===== src/rtl/irqr_pkg.sv =====
package irqr_pkg;

    // Byte offsets on the register bus
    localparam logic [7:0] OFS_SEL = 8'h00;
    localparam logic [7:0] OFS_WIN = 8'h10;
    localparam logic [7:0] OFS_EOI = 8'h40;

    // Internal indices reached through the window
    localparam logic [7:0] IDX_VER    = 8'h01;
    localparam int         IDX_ENTRY0 = 16;

    // Low-word field positions
    localparam int B_ACTLOW = 13;
    localparam int B_LEVEL  = 15;
    localparam int B_MASK   = 16;

    localparam logic [31:0] LO_RESET = 32'h0001_0000;

    typedef struct packed {
        logic       mask;
        logic       level;
        logic       act_low;
        logic [7:0] vector;
    } line_cfg_t;

    function automatic line_cfg_t decode_lo(input logic [31:0] w);
        line_cfg_t c;
        c.mask    = w[B_MASK];
        c.level   = w[B_LEVEL];
        c.act_low = w[B_ACTLOW];
        c.vector  = w[7:0];
        return c;
    endfunction

    // dest = high[31:16] : destination id in [15:8], extended id in [7:0]
    function automatic logic [31:0] msg_address(input logic [31:0] base,
                                                input logic [15:0] dest);
        return base | {12'h000, dest[15:8], dest[7:0], 4'h0};
    endfunction

endpackage


===== src/rtl/irqr_regfile.sv =====
module irqr_regfile
    import irqr_pkg::*;
#(
    parameter int         NUM_LINES = 4,
    parameter logic [7:0] VERSION   = 8'h21
) (
    input  logic                             clk,
    input  logic                             rst,
    input  logic                             bus_wr,
    input  logic [7:0]                       bus_addr,
    input  logic [31:0]                      bus_wdata,
    output logic [31:0]                      bus_rdata,
    output line_cfg_t [NUM_LINES-1:0]        cfg,
    output logic [NUM_LINES-1:0][15:0]       dest,
    output logic                             eoi_stb,
    output logic [7:0]                       eoi_vec
);

    localparam logic [31:0] VER_WORD = {8'h00, 8'(NUM_LINES - 1), 8'h00, VERSION};

    logic [7:0]                    sel_q;
    logic                          win_wr;
    logic [NUM_LINES-1:0][31:0]    hit_data;
    logic [31:0]                   win_data;

    assign win_wr  = bus_wr && (bus_addr == OFS_WIN);
    assign eoi_stb = bus_wr && (bus_addr == OFS_EOI);
    assign eoi_vec = bus_wdata[7:0];

    always_ff @(posedge clk) begin
        if (rst)
            sel_q <= '0;
        else if (bus_wr && bus_addr == OFS_SEL)
            sel_q <= bus_wdata[7:0];
    end

    for (genvar g = 0; g < NUM_LINES; g++) begin : g_entry
        localparam logic [7:0] LO_IDX = 8'(IDX_ENTRY0 + 2 * g);
        localparam logic [7:0] HI_IDX = 8'(IDX_ENTRY0 + 2 * g + 1);
        logic [31:0] lo_q;
        logic [31:0] hi_q;

        always_ff @(posedge clk) begin
            if (rst) begin
                lo_q <= LO_RESET;
                hi_q <= '0;
            end else begin
                if (win_wr && sel_q == LO_IDX) lo_q <= bus_wdata;
                if (win_wr && sel_q == HI_IDX) hi_q <= bus_wdata;
            end
        end

        assign cfg[g]      = decode_lo(lo_q);
        assign dest[g]     = hi_q[31:16];
        assign hit_data[g] = (sel_q == LO_IDX) ? lo_q :
                             (sel_q == HI_IDX) ? hi_q : 32'h0;
    end

    always_comb begin
        win_data = (sel_q == IDX_VER) ? VER_WORD : 32'h0;
        for (int i = 0; i < NUM_LINES; i++)
            win_data = win_data | hit_data[i];
    end

    always_comb begin
        case (bus_addr)
            OFS_SEL: bus_rdata = {24'h0, sel_q};
            OFS_WIN: bus_rdata = win_data;
            default: bus_rdata = 32'h0;
        endcase
    end

endmodule


===== src/rtl/irqr_line.sv =====
module irqr_line
    import irqr_pkg::*;
(
    input  logic      clk,
    input  logic      rst,
    input  logic      irq_raw,
    input  line_cfg_t cfg,
    input  logic      accept,
    input  logic      eoi_stb,
    input  logic [7:0] eoi_vec,
    output logic      req
);

    logic active, prev_q, pend_q, insvc_q, rise;

    assign active = irq_raw ^ cfg.act_low;
    assign rise   = active & ~prev_q;

    always_ff @(posedge clk) begin
        if (rst) begin
            prev_q  <= 1'b0;
            pend_q  <= 1'b0;
            insvc_q <= 1'b0;
        end else begin
            prev_q <= active;
            // edge mode: a new edge outranks the accept of the older one
            if (cfg.level)                 pend_q <= 1'b0;
            else if (rise && !cfg.mask)    pend_q <= 1'b1;
            else if (accept)               pend_q <= 1'b0;
            // level mode: in service from accept until matching EOI
            if (!cfg.level)                                    insvc_q <= 1'b0;
            else if (accept)                                   insvc_q <= 1'b1;
            else if (eoi_stb && eoi_vec == cfg.vector)         insvc_q <= 1'b0;
        end
    end

    assign req = cfg.mask  ? 1'b0 :
                 cfg.level ? (active & ~insvc_q) : pend_q;

    // a line enters service only through an accepted message
    p_insvc_from_accept_r7: assert property (@(posedge clk) disable iff (rst)
        $rose(insvc_q) |-> $past(accept));

endmodule


===== src/rtl/irqr_sender.sv =====
module irqr_sender
    import irqr_pkg::*;
#(
    parameter int          NUM_LINES = 4,
    parameter logic [31:0] MSG_BASE  = 32'hFEE0_0000
) (
    input  logic                          clk,
    input  logic                          rst,
    input  logic [NUM_LINES-1:0]          req,
    input  logic [NUM_LINES-1:0]          line_mask,
    input  logic [NUM_LINES-1:0][7:0]     vecs,
    input  logic [NUM_LINES-1:0][15:0]    dest,
    input  logic                          msg_ready,
    output logic                          msg_valid,
    output logic [31:0]                   msg_addr,
    output logic [31:0]                   msg_data,
    output logic [NUM_LINES-1:0]          accept
);

    localparam int IW = (NUM_LINES > 1) ? $clog2(NUM_LINES) : 1;

    logic [IW-1:0] pick, cur_q;
    logic          any, load, fire;

    always_comb begin
        pick = '0;
        any  = 1'b0;
        for (int i = NUM_LINES - 1; i >= 0; i--) begin
            if (req[i]) begin
                pick = IW'(i);
                any  = 1'b1;
            end
        end
    end

    assign load = !msg_valid && any;
    assign fire = msg_valid && msg_ready;

    always_ff @(posedge clk) begin
        if (rst) begin
            msg_valid <= 1'b0;
            msg_addr  <= '0;
            msg_data  <= '0;
            cur_q     <= '0;
        end else if (load) begin
            msg_valid <= 1'b1;
            msg_addr  <= msg_address(MSG_BASE, dest[pick]);
            msg_data  <= {24'h0, vecs[pick]};
            cur_q     <= pick;
        end else if (fire) begin
            msg_valid <= 1'b0;
        end
    end

    assign accept = fire ? (NUM_LINES'(1) << cur_q) : '0;

    // a stalled message keeps its content
    p_hold_stable_r10: assert property (@(posedge clk) disable iff (rst)
        (msg_valid && !msg_ready) |=> (msg_valid && $stable(msg_addr) && $stable(msg_data)));

    // a new message only starts from a line request
    p_start_from_req_r10: assert property (@(posedge clk) disable iff (rst)
        $rose(msg_valid) |-> $past(|req));

    // never stage a message for a masked line
    p_no_masked_load_r5: assert property (@(posedge clk) disable iff (rst)
        load |-> !line_mask[pick]);

endmodule


===== src/rtl/irq_msg_redirect.sv =====
module irq_msg_redirect
    import irqr_pkg::*;
#(
    parameter int          NUM_LINES = 4,
    parameter logic [7:0]  VERSION   = 8'h21,
    parameter logic [31:0] MSG_BASE  = 32'hFEE0_0000
) (
    input  logic                 clk,
    input  logic                 rst,
    input  logic [NUM_LINES-1:0] irq_in,
    input  logic                 bus_wr,
    input  logic [7:0]           bus_addr,
    input  logic [31:0]          bus_wdata,
    output logic [31:0]          bus_rdata,
    output logic                 msg_valid,
    input  logic                 msg_ready,
    output logic [31:0]          msg_addr,
    output logic [31:0]          msg_data
);

    line_cfg_t [NUM_LINES-1:0]       cfg;
    logic [NUM_LINES-1:0][15:0]      dest;
    logic [NUM_LINES-1:0][7:0]       vecs;
    logic [NUM_LINES-1:0]            line_mask, req, accept;
    logic                            eoi_stb;
    logic [7:0]                      eoi_vec;

    irqr_regfile #(.NUM_LINES(NUM_LINES), .VERSION(VERSION)) u_regs (
        .clk(clk), .rst(rst), .bus_wr(bus_wr), .bus_addr(bus_addr),
        .bus_wdata(bus_wdata), .bus_rdata(bus_rdata), .cfg(cfg), .dest(dest),
        .eoi_stb(eoi_stb), .eoi_vec(eoi_vec)
    );

    for (genvar g = 0; g < NUM_LINES; g++) begin : g_line
        assign vecs[g]      = cfg[g].vector;
        assign line_mask[g] = cfg[g].mask;
        irqr_line u_line (
            .clk(clk), .rst(rst), .irq_raw(irq_in[g]), .cfg(cfg[g]),
            .accept(accept[g]), .eoi_stb(eoi_stb), .eoi_vec(eoi_vec), .req(req[g])
        );
    end

    irqr_sender #(.NUM_LINES(NUM_LINES), .MSG_BASE(MSG_BASE)) u_send (
        .clk(clk), .rst(rst), .req(req), .line_mask(line_mask), .vecs(vecs),
        .dest(dest), .msg_ready(msg_ready), .msg_valid(msg_valid),
        .msg_addr(msg_addr), .msg_data(msg_data), .accept(accept)
    );

endmodule


===== config.mk =====
export PLATFORM = sky130hd
export DESIGN_NAME = irq_msg_redirect
export DESIGN_NICKNAME = d
export VERILOG_FILES = /design/src/rtl/irqr_pkg.sv /design/src/rtl/irqr_regfile.sv /design/src/rtl/irqr_line.sv /design/src/rtl/irqr_sender.sv /design/src/rtl/irq_msg_redirect.sv
export SDC_FILE = /design/constraint.sdc
export NUM_CORES = 1
export LEC_CHECK = 0
export BUFFER_PORTS_ARGS = -buffer_cell sky130_fd_sc_hd__buf_2
export CELL_PAD_IN_SITES_DETAIL_PLACEMENT = 2
export CELL_PAD_IN_SITES_GLOBAL_PLACEMENT = 2
export CORE_MARGIN = 5
export CORE_UTILIZATION = 34
export DETAILED_ROUTE_END_ITERATION = 12
export PLACE_DENSITY_LB_ADDON = 0.3
export SYNTH_ARGS = -nofsm -noshare
export SYNTH_HDL_FRONTEND = slang
export SYNTH_HIERARCHICAL = 1
export SYNTH_SLANG_ARGS = --single-unit
export TNS_END_PERCENT = 1

===== constraint.sdc =====
create_clock -name clk -period 3.77 [get_ports clk]
set_input_delay 0.1885 -clock clk [delete_from_list [all_inputs] [get_ports clk]]
set_output_delay 0.1885 -clock clk [all_outputs]
set_load 0.005 [all_outputs]

# Word-level counts from Yosys, hierarchy flattened
# Index checks and enable logic that the tools add are counted.
[totals]
ff_bits = 304
in_bits = 48
output_inout_bits = 97
elab_cells = 163
[classes]
magnitude_cmp = 1
n_eq_ne = 15
n_shift = 1
n_mux = 49
n_bitwise = 28
reduce_logical = 44
[ops]
columns = ["operator", "n"]
rows = [
  ["32-bit two-way mux", 8],
  ["32-bit bitwise OR", 4],
  ["8-bit by 5-bit equality test with 1-bit output, second input constant", 9],
  ["32-bit one-hot mux with 2 select lines", 1],
  ["16-bit binary-select mux with 2-bit select", 1],
  ["8-bit equality test", 4],
  ["1-bit two-way mux", 30],
  ["1-bit logical AND", 21],
  ["18-bit two-way mux", 1],
  ["2-bit nonzero test", 9],
  ["8-bit binary-select mux with 2-bit select", 1],
  ["16-bit two-way mux", 1],
  ["2-bit OR reduction", 8],
  ["1-bit inverter", 12],
  ["1-bit bitwise AND", 8],
  ["8-bit by 1-bit equality test with 1-bit output, second input constant", 1],
  ["8-bit by 7-bit equality test with 1-bit output, second input constant", 1],
  ["8-bit logical NOT", 1],
  ["2-bit two-way mux", 4],
  ["8-bit two-way mux", 1],
  ["1-bit logical NOT", 5],
  ["4-bit two-way mux", 1],
  ["1-bit by 2-bit << shifter with 4-bit output, first input constant", 1],
  ["1-bit bitwise XOR", 4],
  ["2-bit by 3-bit < comparator with 1-bit output, second input constant", 1],
]

# Depth between registers and ports, before layout
# Gate-level depths: netlist of the first run.
[depth]
word_depth = 10
ltp_mapped = 10
depth_no_buf = 6

# By module
# Netlist of the first run, hierarchy kept.
[by_module_without_submodules]
columns = ["mod", "instances", "cells_per_inst", "area_per_inst_um2", "seq_area_each_um2"]
rows = [
  ["irqr_regfile", 1, 1746, 13695.6, 5285.1],
  ["irqr_sender", 1, 290, 2592.5, 560.5],
  ["irqr_line", 4, 25, 221.5, 60.1],
]

# Worst setup path after synthesis of the first run
# No wires, ideal clock.
[synth_path]
path_type = "reg-to-output"
start = "reg u_regs.sel_q[7]"
end = "out bus_rdata[2]"
t_arrival_ps = 1851
required_ps = 3582
path_slack_ps = 1731
stages_incl_launch_ff = 8
path_buffers = 3
cell_sequence = "dfxtp_1 -> clkbuf_2 -> or4_1 -> clkbuf_1 -> nor2_2 -> buf_4 -> a31oi_1 -> o21ai_0"
[synth_via]
elab_chain_len = 8
elab_cells_between_ends = 21
cone_classes = "eq/ne: 8; mux: 9; bitwise: 4"
[synth_lines]
columns = ["item", "line", "text"]
rows = [
  ["start, declared", "irqr_regfile.sv:21", "logic [7:0] sel_q;"],
  ["start signal, assigned", "irqr_regfile.sv:34", "sel_q <= bus_wdata[7:0];"],
  ["8-bit by 5-bit equality test with 1-bit output", "irqr_regfile.sv:56", "(sel_q == HI_IDX) ? hi_q : 32'h0;"],
  ["32-bit two-way mux", "irqr_regfile.sv:56", ""],
  ["32-bit two-way mux", "irqr_regfile.sv:55", "assign hit_data[g] = (sel_q == LO_IDX) ? lo_q :"],
  ["32-bit bitwise OR (3 in a row)", "irqr_regfile.sv:62", "win_data = win_data | hit_data[i];"],
  ["32-bit bitwise OR (*)", "irqr_regfile.sv:62", ""],
  ["32-bit one-hot mux with 2 select lines (*)", "irqr_regfile.sv:66", "case (bus_addr)"],
  ["end, declared", "irq_msg_redirect.sv:14", "output logic [31:0] bus_rdata,"],
]
# Every way passes the cells marked *; elsewhere a longest branch is shown, timed or not.

# Worst setup path in the final report of the first run
[layout_path]
start = "reg u_regs.sel_q[1]"
end = "out bus_rdata[1]"
[layout_via]
elab_chain_len = 8
elab_cells_between_ends = 21
cone_classes = "eq/ne: 8; mux: 9; bitwise: 4"
[layout_lines]
columns = ["item", "line"]
rows = [
  ["8-bit by 5-bit equality test with 1-bit output", "irqr_regfile.sv:56"],
  ["32-bit two-way mux", "irqr_regfile.sv:56"],
  ["32-bit two-way mux", "irqr_regfile.sv:55"],
  ["32-bit bitwise OR (4 in a row)", "irqr_regfile.sv:62"],
  ["32-bit one-hot mux with 2 select lines (*)", "irqr_regfile.sv:66"],
]
# Marked as above.

==> flow_summary.ini, run 1 <==
[outcome]
status = completed

[setup_path]
arrival_ns = 3.29
cp_max_fo = 29
start_kind = flop
r2r_slack_ns = 0.90
path_class = flop to output pin
critPathCaptureType = output pin
required_ns = 3.58

[placement]
port_buffers = 114
pre_cts_ws_ns = 0.906
dp_hpwl_um = 48900
routabilityCongestion = 0.870
placed_area_sq_mm = 0.0171
dp_cells = 2617

[synthesis]
ys.flop_type = dfxtp_1
synth_area_per_cell_sq_um = 8.04
synthArstFlopShare = 0
netlist-cell-type-count = 76
synth_top_area_frac = 0.354
syn_area_sq_mm = 0.0172
synth_most_common_cell = dfxtp_1
yosys.area.top_type = dfxtp_1
synth_commonest_cells = dfxtp_1 (304), a21oi_1 (301), o21ai_0 (279)
synthTopCellsByArea = dfxtp_1 (35%), a21oi_1 (8.8%), o21ai_0 (8.1%)
syn_inst = 2136
yosys_warnings = 6
synth_edf_count = 0
yosysSeqAreaShare = 0.354
ys_ff_latch = 304

[die]
die_y_um = 235
row_count = 82
start_util = 0.343
ioPinCount = 145
core_sq_mm = 0.0501
die_area_sq_mm = 0.0551
die_w_um = 235

[clock_tree]
cts_tree = built
post_cts_buffers = 0
clkLatencyLatePin_ns = 0.57
clockBufferDepth = 3
cts_resized = 0
cts_hold_buffers = 25
htree_num_levels = 2
cts_made_buffers = 39
path_clk_slew_ns = 0.06
cts_root_buf = clkbuf_16
cts.sinks = 304

[route]
wl_um = 77900
vias_per_cell = 6.22
drc = 0
num_vias = 16900
drt_first_pass_iters = 5
drt_first_iter_violations = 1390
avgRoutedWirePerCell_um = 28.7
ant_nets = 0

[power]
p_clk_frac = 0.522
power.share.switching = 0.239
pwr-share-comb = 0.034
vdd_drop_max_v = 0.000261
power_frac_seq = 0.444
finalPower_mw = 7.24
netSwitchingPower_mw = 1.73
internal_power_mw = 5.51
p_per_area_mw_per_mm2 = 389
leakage_nw = 6.01

[global_routing]
grt_pass1_wl_um = 117000
antenna_found_initial = 1
grt_start_max_net_pins = 184
grt-ovfl-total = 0
grt_use_total = 0.269
grt_pass1_vias = 17800

[finish]
drive_gt1_frac = 0.160
multiInputGateArea_sq_mm = 0.00880
fin_cells = 2711
diodes = 0
postLayoutCoreUtil = 0.371
n_fill_cell = 5723
syn2layout_area_growth_pct = 8.19
seqCellArea_sq_mm = 0.00609
postLayoutCellArea_sq_mm = 0.0186
nNetsFinal = 2059

[hold_path]
hold_path_class = primary input to flop

[timing]
slew_headroom = 0.304
drv_slew = 0
worst_pin_slew_ns = 1.04
setup_slack_ns = 0.290
grt_setup_unrepaired = false
fmax_mhz = 287
skew_ns = 0.0225
setup_viol = 0
tns_ns = 0
finalHoldViolCount = 0
finalCritPeriodShare = 0.923
fin_crit_ns = 3.48
whs_ns = 0.0257

[run]
max_cap_viol_count = 0
## layer usage
layer,routed length [um],vias up,GRT usage
met5,9,-,0
met3,4730,143,0.0373
met4,2630,2,0.0927
li1,-,7345,-
met2,36700,647,0.446
met1,33900,8724,0.362
## cell families (layout without fill, tap and decap cells)
group | count (synthesis) | after routing | share of synthesized area
DFF | 304 | 304 | 0.354
AOI/OAI and AO/OA | 781 | 781 | 0.273
muxes | 33 | 33 | 0.0241
buffers and inverters | 441 | 315 | 0.145
xor gates and xnor gates | 36 | 36 | 0.0184
other | 1 | 30 | 0.000218
and+or+nand+nor | 540 | 540 | 0.184
## cells in the final DEF (no fill, tap or decap), drive strengths merged, types with 27 or more instances in the layout
cell type / count
o21ai: 279
buf: 182
clkbuf: 61
a22o: 29
nand2: 27
a21oi: 311
nand3b: 39
or4: 27
dfxtp: 304
xor2: 32
nand3: 275
conb: 30
inv: 38
a22oi: 33
## worst max-delay path: stages (launching register included)
cell      delay [ns]
dfxtp_2         0.75
buf_4           0.42
nor4bb_1        0.59
buf_4           0.25
a22o_1          0.13
o21ai_0         0.13
a31oi_1         0.28
buf_2           0.16
## state kept, by name, indices dropped and copies added, names as in the netlist, 4 cells and up
signal and cells:
u_regs/g_entry.hi_q 128, u_regs/g_entry.lo_q 128, u_send/msg_addr 17, u_regs/sel_q 8
u_send/msg_data 8, g_line.u_line/insvc_q 4, g_line.u_line/pend_q 4, g_line.u_line/prev_q 4
## power by group through the flow
stage / clock network [mW] / registers, mW / logic (mW)
after floorplan: 0 / 3.29 / 0.155
after global placement: 0 / 3.29 / 0.215
after detailed placement: 0 / 3.29 / 0.218
after CTS: 3.85 / 3.22 / 0.241
after global routing: 3.96 / 3.21 / 0.259
final: 3.78 / 3.22 / 0.244
## final timing paths
check / from / endpoint / depth (start not counted)
max: u_regs/sel_q[1]$_SDFFE_PP0P_ / bus_rdata[1] / 7
min: bus_wdata[17] / u_regs/g_entry[2].hi_q[17]$_SDFFE_PP0P_ / 3
max reg2reg: u_regs/sel_q[7]$_SDFFE_PP0P_ / u_regs/g_entry[1].hi_q[30]$_SDFFE_PP0P_ / 5
min reg2reg: u_send/msg_addr[13]$_SDFFE_PP0P_ / u_send/msg_addr[13]$_SDFFE_PP0P_ / 2
## final cells by class
| class | count | area share |
|---|---|---|
| Clock buffer | 61 | 0.0640 |
| Sequential cell | 304 | 0.328 |
| Multi-Input combinational cell | 1420 | 0.474 |
| Timing Repair Buffer | 207 | 0.0762 |
| Tap cell | 672 | 0.0453 |
| Inverter | 39 | 0.00862 |
| Clock inverter | 8 | 0.00431 |
(Power assumes the default switching activity.)
==> run 2: changes to the inputs <==
BUFFER_PORTS_ARGS = not set   (was -buffer_cell sky130_fd_sc_hd__buf_2)
DONT_BUFFER_PORTS = 1   (was not set)
==> run 2 against run 1 <==
Cell count is 0.74% lower. Power is 0.28% lower. Worst hold slack worse by 0.011 ns. Sequential power hardly changed. Via count is 0.32% higher. Largest cell class unchanged. Largest power group unchanged.
==> flow_summary.ini, run 2 (synthesized netlist as in run 1, its figures left out) <==
[setup_path]
crit_chain = nor4b_2 > buf_4 > buf_4 > nand4_1 > buf_12 > o21ai_0 > a21oi_1 > dlygate4sd3_1
path_class = flop to flop
start_kind = flop
crit_slowest_cell = nor4b_2
slowest_delay_ns = 0.67
required_ns = 4.22
arrival_ns = 4.01
critPathCaptureType = flop
crit_path_frequent_cell = buf_4
cp_max_fo = 192

[clock_tree]
cts.sinks = 304
clockBufferDepth = 3
post_cts_buffers = 0
cts_hold_buffers = 109
clkLatencyLatePin_ns = 0.57
htree_num_levels = 2
path_clk_slew_ns = 0.06
cts_resized = 0
cts_root_buf = clkbuf_16
cts_tree = built
cts_made_buffers = 38

[die]
ioPinCount = 145
die_w_um = 235
core_sq_mm = 0.0501
die_y_um = 235
start_util = 0.343
die_area_sq_mm = 0.0551
row_count = 82

[finish]
fin_cells = 2691
n_fill_cell = 5682
drive_gt1_frac = 0.109
syn2layout_area_growth_pct = 10.1
multiInputGateArea_sq_mm = 0.00881
seqCellArea_sq_mm = 0.00609
final_cell_mix = dfxtp_1 (301), a21oi_1 (301), o21ai_0 (279), nand3_1 (274), dlygate4sd3_1 (108)
postLayoutCellArea_sq_mm = 0.0189
reg.largest.list = u_regs/g_entry.hi_q x128, u_regs/g_entry.lo_q x128, u_send/msg_addr x17
nNetsFinal = 2037

[timing]
fin_crit_ns = 3.57
fmax_mhz = 280
worst_pin_slew_ns = 1.33
finalCritPeriodShare = 0.946
drv_slew = 0
setup_viol = 0
skew_ns = 0.0194
setup_slack_ns = 0.204
finalHoldViolCount = 0
tns_ns = 0
slew_headroom = 0.107
grt_setup_unrepaired = false

[power]
p_per_area_mw_per_mm2 = 382
vdd_drop_max_v = 0.000240
leakage_nw = 6.04

[placement]
dp_hpwl_um = 47900
placed_area_sq_mm = 0.0165
port_buffers = 0
routabilityCongestion = 0.860
pre_cts_ws_ns = 0.826
dp_cells = 2512

[hold_path]
hold_path_class = primary input to flop

[global_routing]
grt_use_total = 0.280
antenna_found_initial = 5
grt-ovfl-total = 0
grt_pass1_vias = 17900
grt_start_max_net_pins = 212
grt_pass1_wl_um = 120000

[run]
max_cap_viol_count = 0

[route]
num_vias = 16900
wl_um = 81000
drc = 0
drt_first_iter_violations = 1373
vias_per_cell = 6.29
ant_nets = 0
drt_first_pass_iters = 5
avgRoutedWirePerCell_um = 30.1

[outcome]
status = completed
run 2: critical path, delay by kind of cell (launching register included):
family / cells / cell delay, ns
AO/OA/AOI/OAI: 2 / 0.46
buffers and inverters: 4 / 1.34
flip-flops: 1 / 0.61
AND/OR/NAND/NOR: 2 / 0.83
run 2: layout make-up:
type                       instances  share of cell area
antenna                            4            0.000529
multi-input combinational       1420               0.466
clock buffer                      58              0.0601
clock inverter                     8             0.00628
timing repair buffer             186              0.0925
sequential                       304               0.322
tap                              672              0.0445
inverter                          39             0.00847
run 2: path summary, 6_finish.rpt:
check	startpoint	endpoint	depth (start not counted)	slack (ns)
max	u_regs/sel_q[4]$_SDFFE_PP0P_	u_regs/g_entry[3].hi_q[26]$_SDFFE_PP0P_	8	0.20
min	bus_wdata[3]	g_line[0].u_line/insvc_q$_SDFFE_PP0P_	3	0.01
max reg2reg	u_regs/sel_q[4]$_SDFFE_PP0P_	u_regs/g_entry[3].hi_q[26]$_SDFFE_PP0P_	8	0.20
min reg2reg	u_regs/g_entry[0].hi_q[11]$_SDFFE_PP0P_	u_regs/g_entry[0].hi_q[11]$_SDFFE_PP0P_	2	0.48
run 2: metrics by stage:
step / utilization / power [mW] / hold WS, ns
3_5_place_dp: 0.330 / 3.35 / 0.317
5_1_grt: 0.378 / 7.40 / 0.0248
3_3_place_gp: 0.330 / 3.35 / 0.305
6_report: 0.378 / 7.22 / 0.0146
2_1_floorplan: - / 3.44 / 0.259
4_1_cts: 0.378 / 7.26 / 0.00122
run 2: report_power, final:
part           leakage, nW  internal (mW)  total, mW  switching, mW
clock network        0.620           2.28       3.80           1.53
registers             2.45           3.21       3.22        0.00141
logic                 2.97         0.0553      0.197          0.141
total                 6.04           5.55       7.22           1.67
run 2: routing by layer:
layer / global-route usage / wire length [um] / part of all wire
met2: 0.458 / 38000 / 0.47
met1: 0.354 / 33700 / 0.42
met5: 0 / 13 / 0.00016
met4: 0.111 / 3400 / 0.042
met3: 0.0708 / 5950 / 0.073
